--- config.mk ---
export PLATFORM = sky130hd
export DESIGN_NAME = hdp_port
export DESIGN_NICKNAME = d
export VERILOG_FILES = /design/src/rtl/hdp_pkg.sv /design/src/rtl/hdp_sync.sv /design/src/rtl/hdp_fifo.sv /design/src/rtl/hdp_port.sv
export SDC_FILE = /design/constraint.sdc
export NUM_CORES = 1
export LEC_CHECK = 0
export BUFFER_PORTS_ARGS = -buffer_cell sky130_fd_sc_hd__buf_2
export CAP_MARGIN = 10
export CORE_ASPECT_RATIO = 0.7
export CORE_MARGIN = 2
export CORE_UTILIZATION = 59
export DETAILED_ROUTE_END_ITERATION = 12
export HOLD_SLACK_MARGIN = 0.03
export PLACE_DENSITY = 0.8
export SLEW_MARGIN = 20
export SYNTH_ARGS = -nofsm -noshare
export SYNTH_HDL_FRONTEND = slang
export SYNTH_SLANG_ARGS = --single-unit
--- constraint.sdc ---
create_clock -name clk_i -period 3.3 [get_ports clk_i]
set_clock_uncertainty 0.1 [all_clocks]
set_input_delay 0.165 -clock clk_i [delete_from_list [all_inputs] [get_ports clk_i]]
set_output_delay 0.165 -clock clk_i [all_outputs]
set_load 0.02 [all_outputs]
--- src/rtl/hdp_pkg.sv ---
package hdp_pkg;

    localparam int SLOTS = 4;

    localparam logic [3:0] A_STATUS = 4'h0;
    localparam logic [3:0] A_CTRL   = 4'h1;
    localparam logic [3:0] A_LAST   = 4'h7;

    typedef struct packed {
        logic req_hi;
        logic dual_req;
        logic big_end;
    } ctrl_t;

    // Slot addressed by the low two address bits in the current lane order.
    function automatic logic [1:0] slot_sel(input logic [1:0] low, input logic big_end);
        return big_end ? low : ~low;
    endfunction

    function automatic logic is_slot_addr(input logic [3:0] a);
        return a[3:2] == 2'b01;
    endfunction

endpackage

--- src/rtl/hdp_sync.sv ---
module hdp_sync #(
    parameter int W      = 1,
    parameter int STAGES = 2
) (
    input  logic         clk_i,
    input  logic         rst_i,
    input  logic [W-1:0] d_i,
    output logic [W-1:0] q_o
);
    logic [STAGES-1:0][W-1:0] chain_d, chain_q;

    always_comb begin
        chain_d[0] = d_i;
        for (int i = 1; i < STAGES; i++) begin
            chain_d[i] = chain_q[i-1];
        end
    end

    always_ff @(posedge clk_i) begin
        if (rst_i) chain_q <= '0;
        else       chain_q <= chain_d;
    end

    assign q_o = chain_q[STAGES-1];
endmodule

--- src/rtl/hdp_fifo.sv ---
module hdp_fifo #(
    parameter int W     = 64,
    parameter int DEPTH = 2
) (
    input  logic         clk_i,
    input  logic         rst_i,
    input  logic         push_i,
    input  logic [W-1:0] data_i,
    input  logic         pop_i,
    output logic [W-1:0] head_o,
    output logic         empty_o,
    output logic         full_o
);
    localparam int PW = (DEPTH > 1) ? $clog2(DEPTH) : 1;
    localparam int CW = $clog2(DEPTH + 1);

    typedef struct packed {
        logic [DEPTH-1:0][W-1:0] mem;
        logic [PW-1:0]           wp;
        logic [PW-1:0]           rp;
        logic [CW-1:0]           cnt;
    } fifo_st_t;

    fifo_st_t st_d, st_q;
    logic do_push, do_pop;

    always_comb begin
        st_d    = st_q;
        do_push = push_i && (st_q.cnt != CW'(DEPTH));
        do_pop  = pop_i && (st_q.cnt != '0);
        if (do_push) begin
            st_d.mem[st_q.wp] = data_i;
            st_d.wp = (st_q.wp == PW'(DEPTH-1)) ? '0 : st_q.wp + 1'b1;
        end
        if (do_pop) begin
            st_d.rp = (st_q.rp == PW'(DEPTH-1)) ? '0 : st_q.rp + 1'b1;
        end
        case ({do_push, do_pop})
            2'b10:   st_d.cnt = st_q.cnt + 1'b1;
            2'b01:   st_d.cnt = st_q.cnt - 1'b1;
            default: st_d.cnt = st_q.cnt;
        endcase
    end

    always_ff @(posedge clk_i) begin
        if (rst_i) st_q <= '0;
        else       st_q <= st_d;
    end

    assign head_o  = st_q.mem[st_q.rp];
    assign empty_o = (st_q.cnt == '0);
    assign full_o  = (st_q.cnt == CW'(DEPTH));
endmodule

--- src/rtl/hdp_port.sv ---
module hdp_port
    import hdp_pkg::*;
#(
    parameter int DW           = 16,
    parameter int FIFO_DEPTH   = 2,
    parameter int SYNC_STAGES  = 2,
    parameter bit DUAL_STROBE  = 1'b1,
    parameter bit STB_ACT_HIGH = 1'b0
) (
    input  logic                clk_i,
    input  logic                rst_i,
    input  logic                hsel_i,
    input  logic                hstb_a_i,
    input  logic                hstb_b_i,
    input  logic                hrw_i,
    input  logic [3:0]          haddr_i,
    input  logic [DW-1:0]       hdata_i,
    output logic [DW-1:0]       hdata_o,
    output logic                hdata_oe_o,
    output logic                hreq_o,
    output logic                hreq_rd_o,
    output logic                hreq_wr_o,
    output logic                h2c_valid_o,
    output logic [SLOTS*DW-1:0] h2c_data_o,
    input  logic                h2c_ready_i,
    input  logic                c2h_valid_i,
    input  logic [SLOTS*DW-1:0] c2h_data_i,
    output logic                c2h_ready_o
);
    localparam int   WW  = SLOTS * DW;
    localparam int   PIW = 4 + 4 + DW;
    localparam logic INV = STB_ACT_HIGH ? 1'b0 : 1'b1;

    typedef struct packed {
        ctrl_t         ctrl;
        logic [WW-1:0] asm_w;
        logic [3:0]    addr;
        logic [DW-1:0] wdat;
        logic          rd_act;
        logic          wr_act;
        logic [DW-1:0] rdata;
        logic          oe;
        logic          req;
        logic          req_rd;
        logic          req_wr;
    } port_st_t;

    port_st_t st_d, st_q;

    // Control pins normalised to active-high before the synchronizer.
    logic [PIW-1:0] pins_raw, pins_s;
    logic           s_sel, s_a, s_b, s_rw, s_rd, s_wr;
    logic [3:0]     s_addr;
    logic [DW-1:0]  s_data;

    assign pins_raw = {hsel_i ^ INV, hstb_a_i ^ INV, hstb_b_i ^ INV, hrw_i, haddr_i, hdata_i};

    hdp_sync #(.W(PIW), .STAGES(SYNC_STAGES)) u_sync (
        .clk_i (clk_i),
        .rst_i (rst_i),
        .d_i   (pins_raw),
        .q_o   (pins_s)
    );

    assign {s_sel, s_a, s_b, s_rw, s_addr, s_data} = pins_s;
    assign s_rd = DUAL_STROBE ? s_a : (s_a & s_rw);
    assign s_wr = DUAL_STROBE ? s_b : (s_a & ~s_rw);

    logic          h2c_push, h2c_full, h2c_empty;
    logic          c2h_pop, c2h_full, c2h_empty;
    logic [WW-1:0] merged, c2h_head;
    logic          rd_now, wr_now, rd_done, wr_done, rd_cond, wr_cond;
    logic [1:0]    wslot, rslot;

    always_comb begin
        st_d = st_q;
        rd_now = s_sel & s_rd;
        wr_now = s_sel & s_wr;
        st_d.rd_act = rd_now;
        st_d.wr_act = wr_now;
        if (rd_now || wr_now) begin
            st_d.addr = s_addr;
            st_d.wdat = s_data;
        end
        // Accesses complete on the trailing edge of the synchronized strobe.
        rd_done = st_q.rd_act & ~s_rd;
        wr_done = st_q.wr_act & ~s_wr;

        wslot  = slot_sel(st_q.addr[1:0], st_q.ctrl.big_end);
        merged = st_q.asm_w;
        merged[wslot*DW +: DW] = st_q.wdat;

        h2c_push = 1'b0;
        c2h_pop  = 1'b0;
        if (wr_done) begin
            if (st_q.addr == A_CTRL)     st_d.ctrl  = ctrl_t'(st_q.wdat[2:0]);
            if (is_slot_addr(st_q.addr)) st_d.asm_w = merged;
            if (st_q.addr == A_LAST)     h2c_push   = 1'b1;
        end
        if (rd_done && (st_q.addr == A_LAST)) c2h_pop = 1'b1;

        // Read data follows the live synchronized address.
        rslot = slot_sel(s_addr[1:0], st_q.ctrl.big_end);
        st_d.rdata = '0;
        if (s_addr == A_STATUS) begin
            st_d.rdata[0] = ~c2h_empty;
            st_d.rdata[1] = ~h2c_full;
        end else if (s_addr == A_CTRL) begin
            st_d.rdata[2:0] = st_q.ctrl;
        end else if (is_slot_addr(s_addr)) begin
            st_d.rdata = c2h_head[rslot*DW +: DW];
        end
        st_d.oe = rd_now;

        rd_cond = ~c2h_empty;
        wr_cond = ~h2c_full;
        st_d.req    = (~st_q.ctrl.dual_req & (rd_cond | wr_cond)) ~^ st_q.ctrl.req_hi;
        st_d.req_rd = (st_q.ctrl.dual_req & rd_cond) ~^ st_q.ctrl.req_hi;
        st_d.req_wr = (st_q.ctrl.dual_req & wr_cond) ~^ st_q.ctrl.req_hi;
    end

    always_ff @(posedge clk_i) begin
        if (rst_i) begin
            st_q        <= '0;
            st_q.req    <= 1'b1;
            st_q.req_rd <= 1'b1;
            st_q.req_wr <= 1'b1;
        end else begin
            st_q <= st_d;
        end
    end

    hdp_fifo #(.W(WW), .DEPTH(FIFO_DEPTH)) u_h2c (
        .clk_i   (clk_i),
        .rst_i   (rst_i),
        .push_i  (h2c_push),
        .data_i  (merged),
        .pop_i   (h2c_ready_i),
        .head_o  (h2c_data_o),
        .empty_o (h2c_empty),
        .full_o  (h2c_full)
    );

    hdp_fifo #(.W(WW), .DEPTH(FIFO_DEPTH)) u_c2h (
        .clk_i   (clk_i),
        .rst_i   (rst_i),
        .push_i  (c2h_valid_i),
        .data_i  (c2h_data_i),
        .pop_i   (c2h_pop),
        .head_o  (c2h_head),
        .empty_o (c2h_empty),
        .full_o  (c2h_full)
    );

    assign hdata_o     = st_q.rdata;
    assign hdata_oe_o  = st_q.oe;
    assign hreq_o      = st_q.req;
    assign hreq_rd_o   = st_q.req_rd;
    assign hreq_wr_o   = st_q.req_wr;
    assign h2c_valid_o = ~h2c_empty;
    assign c2h_ready_o = ~c2h_full;
endmodule

==> results of run 1 <==
==> per-stage QoR <==
step	hold slack [ns]	instance area, sq um	cells	utilization [%]
5_1_grt	0.2252	19850	2413	71.01
4_1_cts	0.1942	19820	2412	70.91
3_5_place_dp	0.2228	17650	2255	63.16
3_3_place_gp	0.2177	17650	2255	63.16
6_report	0.2237	19850	2413	71.01
2_1_floorplan	0.1317	16850	1842	-
==> flip-flops by register name (all words and copies together) (netlist names) <==
name	cells
hdata_o	16
hdata_oe_o	1
hreq_o	1
hreq_rd_o	1
hreq_wr_o	1
st_q	88
u_c2h.st_q	132
u_h2c.st_q	132
u_sync.chain_d	23
u_sync.q_o	23
==> cells by family (layout without fill, tap and decap cells) <==
| logic type | Yosys count | after routing | synth area share (%) |
|---|---|---|---|
| and+or+nand+nor | 695 | 695 | 18.12 |
| adders and majority gates | 5 | 5 | 0.3714 |
| muxes | 142 | 142 | 11.69 |
| buffers and inverters | 165 | 365 | 5.169 |
| xor gates and xnor gates | 15 | 15 | 0.8913 |
| AOI/OAI and AO/OA | 402 | 402 | 14.08 |
| DFF | 418 | 418 | 49.67 |
==> worst max-delay path, stage by stage, from the launching register on <==
cell and delay, ns:
dfxtp_1 0.64, xor2_1 0.46, ha_1 0.32, buf_4 0.20, nand2b_1 0.19, a21oi_4 0.45, a21oi_1 0.21, a211oi_1 0.31
==> layer usage <==
metal  wire length [um]  GRT usage (%)  up-vias
met5                 44              0        -
met4               1033          9.071        4
met3               3646          6.919       95
met2              19450          43.39      531
met1              19630          41.46     6606
li1                   -              -     6599
==> repair_timing <==
item / CTS / global route
buffers inserted: 0 / 0
hold endpoints to repair: 185 / 0
hold buffers: 90 / 0
==> Yosys cell counts, types with 25 or more instances <==
| cell | n |
|---|---|
| dfxtp_1 | 418 |
| nand2_1 | 394 |
| a21oi_1 | 197 |
| nor2_1 | 142 |
| a211oi_1 | 112 |
| nor2b_1 | 93 |
| clkbuf_1 | 82 |
| mux2_2 | 65 |
| mux2i_1 | 40 |
| buf_2 | 38 |
| o21ai_0 | 38 |
| mux4_2 | 35 |
| o21ai_1 | 34 |
| buf_4 | 25 |
==> final timing paths <==
path | cells past startpoint | slack (ns) | start | endpoint
worst min register to register | 1 | 0.33 | u_sync.chain_d[42] | u_sync.q_o[18]
worst max register to register | 7 | 0.31 | st_q[106] | st_q[83]
worst max-delay path | 7 | 0.31 | st_q[106] | st_q[83]
worst min-delay path | 3 | 0.22 | hsel_i | u_sync.chain_d[47]
==> power groups by stage <==
stage | clock [uW] | combinational (uW) | sequential (uW)
floorplan | 0 | 381 | 5320
global placement | 0 | 533 | 5340
detailed placement | 0 | 544 | 5350
CTS | 4540 | 632 | 5240
global route | 4750 | 707 | 5250
finish | 4490 | 652 | 5240
==> cell type report <==
class                           count  area (sq um)
Tap cell                          371         464.2
Inverter                            2         7.507
Fill cell                        2097          8103
Clock inverter                     14         125.1
Multi-Input combinational cell   1259          7640
Sequential cell                   418          8369
Timing Repair Buffer              296          2100
Clock buffer                       53          1141
==> out/metrics.yaml, run 1 <==
status: "finished clean"
drc: 0
dp_hpwl_um: 27370
tns_ns: 0
start_kind: "flip-flop"
powerDensity_nw_per_um2: 523.0
synth_top_area_cell: "dfxtp_1"
yosys_warnings: 0
slew_headroom_pct: 32.39
critical_path_class: "reg -> reg"
overflow: 0
ys_seq_elements: 418
p_clk_share_pct: 43.2
grtUsageTotal_pct: 28.97
synth_cell_types: 50
power_switching_uw: 2350
cts.clk_slew.worst_paths_ns: 0.06
netlist_area_sq_um: 16850
cp_max_fo: 20
timing_worst_slew_pin_value_ns: 1.014
viasPerCell: 5.734
wl_per_cell_um: 18.15
clockRootBuffer: "clkbuf_16"
final_cell_mix: "417 x dfxtp_1, 394 x nand2_1, 197 x a21oi_1, 175 x buf_2, 142 x nor2_1"
initial_core_util_pct: 60.27
insertion_delay_ns: 0.54
final_nets: 2113
max_freq_mhz: 334.0
hold_violations: 0
drive_above_1_share_pct: 18.85
synth_nets: 1939
routabilityCongestion: 0.8107
setup_ws_ns: 0.3056
grt_pass1_wl_um: 69590
cts_buffers: 39
clockBufferDepth: 3
die_w_um: 206.0
finalMaxSlewViolations: 0
rsz0062_at_grt: "no"
htreeDepth: 2
ys.flop_type: "dfxtp_1"
pre_cts_ws_ns: 0.3446
hp-class: "in -> reg"
yosys.area.top_type_share_pct: 49.67
sw_frac_of_total_pct: 22.64
finalPower_uw: 10380
synth.area.top_cells: "dfxtp_1 50%, nand2_1 8.8%, a21oi_1 5.9%"
async_flop_share_pct: 0
cp-end-kind: "flip-flop"
ios: 178
areaGrowthSynthToFinish_pct: 17.81
cts_tree: "yes"
drtIter0Drc: 1151
core_sq_um: 27950
synth_enable_flop_cells: 0
postRouteAntennaNets: 0
cellLeakagePower_uw: 0.007564
port_buffers: 176
clkSinkCount: 418
routed_wl_um: 43800
grt_antenna_before_repair: 2
comb_power_share_pct: 6.3
fin_crit_sh_pct: 90.74
synth-seq-area-share_pct: 49.67
grt_max_degree: 210
p_int_uw: 8029
die_h_um: 145.4
die_area_sq_um: 29940
vdd_ir_drop_max_v: 0.0003279
mostFrequentLayoutCell: "dfxtp_1"
first_global_vias: 13451
crit_arrival_ns: 3.33
post-route-min-period_ns: 2.994
syn_area_per_cell_sq_um: 9.146
num_rows: 51
synthCells: 1842
antenna-diode-count: 0
vias: 13835
seq_power_share_pct: 50.5
cp.required_ns: 3.63
cts_resized: 0
cap_violations: 0
setup_viol: 0
first_pass_iters: 5
Note: power is estimated with default switching activity, not from simulation.
==> inputs of run 2 (changes only) <==
CORE_UTILIZATION = 50   (was 59)
PLACE_DENSITY = 0.7   (was 0.8)
==> run 2 against run 1 <==
Net effect: count of clock-buffer cells in the layout is 7 higher; total power is 3.5% higher; via count is 1.9% lower; largest cell class unchanged.
==> out/metrics.yaml, run 2 (synthesis results as in run 1) <==
first_global_vias: 12769
die_area_sq_um: 35200
timing_worst_slew_pin_value_ns: 1.097
fin_crit_sh_pct: 87.72
status: "finished clean"
hp-class: "in -> reg"
cts.clk_slew.worst_paths_ns: 0.06
num_rows: 56
slew_headroom_pct: 26.71
grt_pass1_wl_um: 68860
htreeDepth: 2
grt_max_degree: 124
clockBufferDepth: 3
route.top_layer_used: "met4"
post-route-min-period_ns: 2.895
postRouteAntennaNets: 0
place_inst: 2318
drc: 0
cap_violations: 0
cp-end-kind: "flip-flop"
cts_tree: "yes"
clockRootBuffer: "clkbuf_16"
cellLeakagePower_uw: 0.007625
core_sq_um: 33350
vdd_ir_drop_max_v: 0.0003835
max_freq_mhz: 345.4
dp_hpwl_um: 27940
routed_wl_um: 43880
rsz0062_at_grt: "no"
critical_path_class: "reg -> reg"
drtIter0Drc: 1127
final_nets: 2113
viasPerCell: 5.467
final_util_pct: 60.19
die_h_um: 157.6
first_pass_iters: 5
crit_arrival_ns: 3.24
drt-met1-wl_um: 21540
wl_per_cell_um: 17.67
ios: 178
cp_max_fo: 16
hold_ws_ns: 0.02410
initial_core_util_pct: 50.51
routabilityCongestion: 0.8017
postCtsSetupRepairBufs: 0
tns_ns: 0
insertion_delay_ns: 0.54
wl_met2_um: 19000
hold_violations: 0
top_regs: "u_c2h.st_q: 132 flops, u_h2c.st_q: 132 flops, st_q: 88 flops"
layout.cells.non_filler: 2483
mostFrequentLayoutCell: "dfxtp_1"
final_cell_mix: "417 x dfxtp_1, 394 x nand2_1, 197 x a21oi_1, 175 x buf_2, 142 x nor2_1"
areaGrowthSynthToFinish_pct: 19.16
powerDensity_nw_per_um2: 535.1
filler_cell_count: 2823
vias: 13575
antenna-diode-count: 0
grtUsageTotal_pct: 24.50
clkSinkCount: 418
port_buffers: 176
cts_buffers: 41
cp.required_ns: 3.64
drive_above_1_share_pct: 18.85
routed-wl-met3_um: 2456
overflow: 0
start_kind: "flip-flop"
finalMaxSlewViolations: 0
setup_viol: 0
grt_antenna_before_repair: 0
die_w_um: 223.4
[run 2: cell types whose count changed in the layout (fill, tap and decap cells not counted), sizes merged]
cell / previous run / this run
clkinvlp: 2 / 0
clkinv: 10 / 7
bufinv: 2 / 5
buf: 206 / 204
inv: 2 / 5
clkbuf: 53 / 60
[run 2: layer usage]
metal / up-vias / GRT usage [%]
li1: 6600 / -
met1: 6496 / 36.86
met2: 409 / 36.80
met3: 70 / 3.396
met4: 0 / 6.667
met5: - / 0
[run 2: stage by stage]
step	area [sq um]	setup WS [ns]	power, uW
after detailed placement	17770	0.5029	5899
after global routing	20070	0.2556	11070
after CTS	20070	0.4702	10800
after global placement	17770	0.5759	5883
after floorplan	16850	0.9399	5704
final	20070	0.4051	10740
[run 2: power by group]
group          switching [uW]  leakage [uW]  internal (uW)  total (uW)
sequential               70.1       0.00339           5170        5240
combinational             362       0.00354            281         644
clock                    1980      0.000689           2880        4860
total                    2410       0.00762           8330       10700
[run 2: final timing paths]
path                                       end     startpoint  slack [ns]  cells past startpoint
worst max register to register  u_h2c.st_q[54]       st_q[38]        0.41                      6
worst min-delay path            u_c2h.st_q[40]          rst_i        0.02                      2
worst max-delay path            u_h2c.st_q[54]       st_q[38]        0.41                      6
worst min register to register        st_q[23]  u_sync.q_o[1]        0.33                      2
[run 2: critical path: stages, from the launching register on]
cell and delay (ns):
dfxtp_1 0.47, xor2_1 0.43, ha_1 0.24, nor2b_1 0.86
and2_1 0.24, mux2i_1 0.14, a211oi_1 0.31
[run 2: repair_timing]
action | 4_1_cts | 5_1_grt
resized for setup | 0 | 0
hold buffers | 90 | 0
hold endpoints to repair | 153 | 0
[run 2: final cells by class]
class                           instances  area, sq um  share of cell area, %
Inverter                                2        7.507                0.03740
Clock inverter                         15        214.0                  1.066
Tap cell                              435        544.3                  2.711
Clock buffer                           60         1177                  5.865
Timing Repair Buffer                  294         2115                  10.53
Sequential cell                       418         8369                  41.69
Multi-Input combinational cell       1259         7647                  38.10
==> inputs of run 3 (changes only) <==
==> constraint.sdc (replaced) <==
create_clock -name clk_i -period 3.3 [get_ports clk_i]
set_clock_uncertainty 0.1 [all_clocks]
set_input_delay 0.33 -clock clk_i [delete_from_list [all_inputs] [get_ports clk_i]]
set_output_delay 0.33 -clock clk_i [all_outputs]
set_load 0.02 [all_outputs]
==> run 3 against run 2 <==
Net effect: largest cell class unchanged; critical path depth down 3; global-route usage rose by 0.13 points; via count down 0.34%; critical endpoint is now h2c_data_o[44].
==> out/metrics.yaml, run 3 (synthesis results as in run 1) <==
cap_violations: 0
die_h_um: 157.6
vias: 13529
worstHoldStart: "c2h_valid_i"
cp.required_ns: 2.87
cts_buffers: 41
die_area_sq_um: 35200
tns_ns: 0
wl_per_cell_um: 17.68
htreeDepth: 2
clkSinkCount: 418
finalMaxSlewViolations: 0
min_path_cells: 4
crit_arrival_ns: 2.19
max_freq_mhz: 381.5
grt_max_degree: 194
overflow: 0
top_regs: "u_c2h.st_q: 132 flops, u_h2c.st_q: 132 flops, st_q: 88 flops"
routed_wl_um: 43920
critical_path_class: "reg -> out"
fin_crit_sh_pct: 79.44
clockRootBuffer: "clkbuf_16"
cts_resized: 0
clockBufferDepth: 3
post-route-min-period_ns: 2.621
ios: 178
viasPerCell: 5.446
p_int_uw: 8239
postRouteAntennaNets: 0
r2r-start: "st_q[38]"
hold_violations: 0
first_pass_iters: 5
power_switching_uw: 2383
hold_ws_ns: 0.1116
timing_worst_slew_pin_value_ns: 0.8782
rsz0062_at_grt: "no"
die_w_um: 223.4
cp-end-kind: "output pin"
grt_antenna_before_repair: 4
initial_core_util_pct: 50.51
postCtsHoldBufs: 87
sw_frac_of_total_pct: 22.43
first_global_vias: 12786
routabilityCongestion: 0.8017
cts.clk_slew.worst_paths_ns: 0.06
vdd_ir_drop_max_v: 0.0003655
core_sq_um: 33350
num_rows: 56
mostFrequentLayoutCell: "dfxtp_1"
start_kind: "flip-flop"
status: "finished clean"
cellLeakagePower_uw: 0.007603
comb_power_share_pct: 6.0
r2r-end: "u_h2c.st_q[119]"
cp_max_fo: 46
drtIter0Drc: 1132
min_to: "u_c2h.st_q[3]"
drc: 0
grt_pass1_wl_um: 68990
postCtsSetupRepairBufs: 0
setup_viol: 0
drive_above_1_share_pct: 18.81
dp_hpwl_um: 28010
insertion_delay_ns: 0.55
hp-class: "in -> reg"
final_cell_mix: "417 x dfxtp_1, 394 x nand2_1, 197 x a21oi_1, 175 x buf_2, 142 x nor2_1"
slew_headroom_pct: 41.45
grtUsageTotal_pct: 24.63
areaGrowthSynthToFinish_pct: 18.89
port_buffers: 176
reg2regPathDepth: 9
rrSetupSlack_ns: 0.70
cts_tree: "yes"
p_clk_share_pct: 44.6
final_nets: 2114
powerDensity_nw_per_um2: 530.4
seq_power_share_pct: 49.3
[run 3: area by class of cell]
type / instances / area, sq um
flip-flops and latches: 418 / 8369
inverters: 2 / 7.507
well taps: 435 / 544.3
clock inverters: 9 / 127.6
multi-input cells: 1259 / 7647
diodes: 2 / 5.005
repair buffers: 295 / 2102
clock buffers: 64 / 1225
fillers: 2811 / 13320
[run 3: stage by stage]
stage / worst slack [ns] / utilization, % / power [uW] / cells / cell area (sq um)
2_1_floorplan: 0.9399 / - / 5704 / 1842 / 16850
3_3_place_gp: 0.8276 / 53.35 / 5880 / 2322 / 17790
3_5_place_dp: 0.7681 / 53.35 / 5897 / 2322 / 17790
4_1_cts: 0.6718 / 60.01 / 10700 / 2482 / 20020
5_1_grt: 0.6111 / 60.05 / 11000 / 2484 / 20030
6_report: 0.6786 / 60.05 / 10620 / 2484 / 20030
[run 3: routing by layer]
| layer | global-route usage [%] | up-vias | routed length (um) |
|---|---|---|---|
| li1 | - | 6607 | - |
| met1 | 36.95 | 6439 | 21550 |
| met2 | 36.16 | 404 | 18680 |
| met3 | 3.693 | 79 | 2560 |
| met4 | 8.286 | 0 | 1125 |
| met5 | 0 | - | 0 |
[run 3: worst max-delay path by stage]
stage                       start  slack, ns             end  cells past startpoint
finish              u_h2c.st_q[2]       0.68  h2c_data_o[44]                      3
global placement        st_q[106]       0.83     hdata_o[12]                      6
global route        u_h2c.st_q[2]       0.61  h2c_data_o[44]                      3
floorplan               st_q[106]       0.94       st_q[100]                     10
CTS                 u_h2c.st_q[2]       0.67  h2c_data_o[44]                      3
detailed placement      st_q[106]       0.77     hdata_o[13]                      6
[run 3: critical path: stages, from the launching register on]
cell and delay (ns):
dfxtp_2 0.69, buf_12 0.35, mux2_2 0.41, buf_2 0.17
[run 3: power by group through the flow]
stage               Combinational, uW  Clock (uW)  Sequential, uW
global route                      701        5050            5250
finish                            642        4740            5240
CTS                               632        4830            5240
floorplan                         381           0            5320
global placement                  537           0            5340
detailed placement                548           0            5350
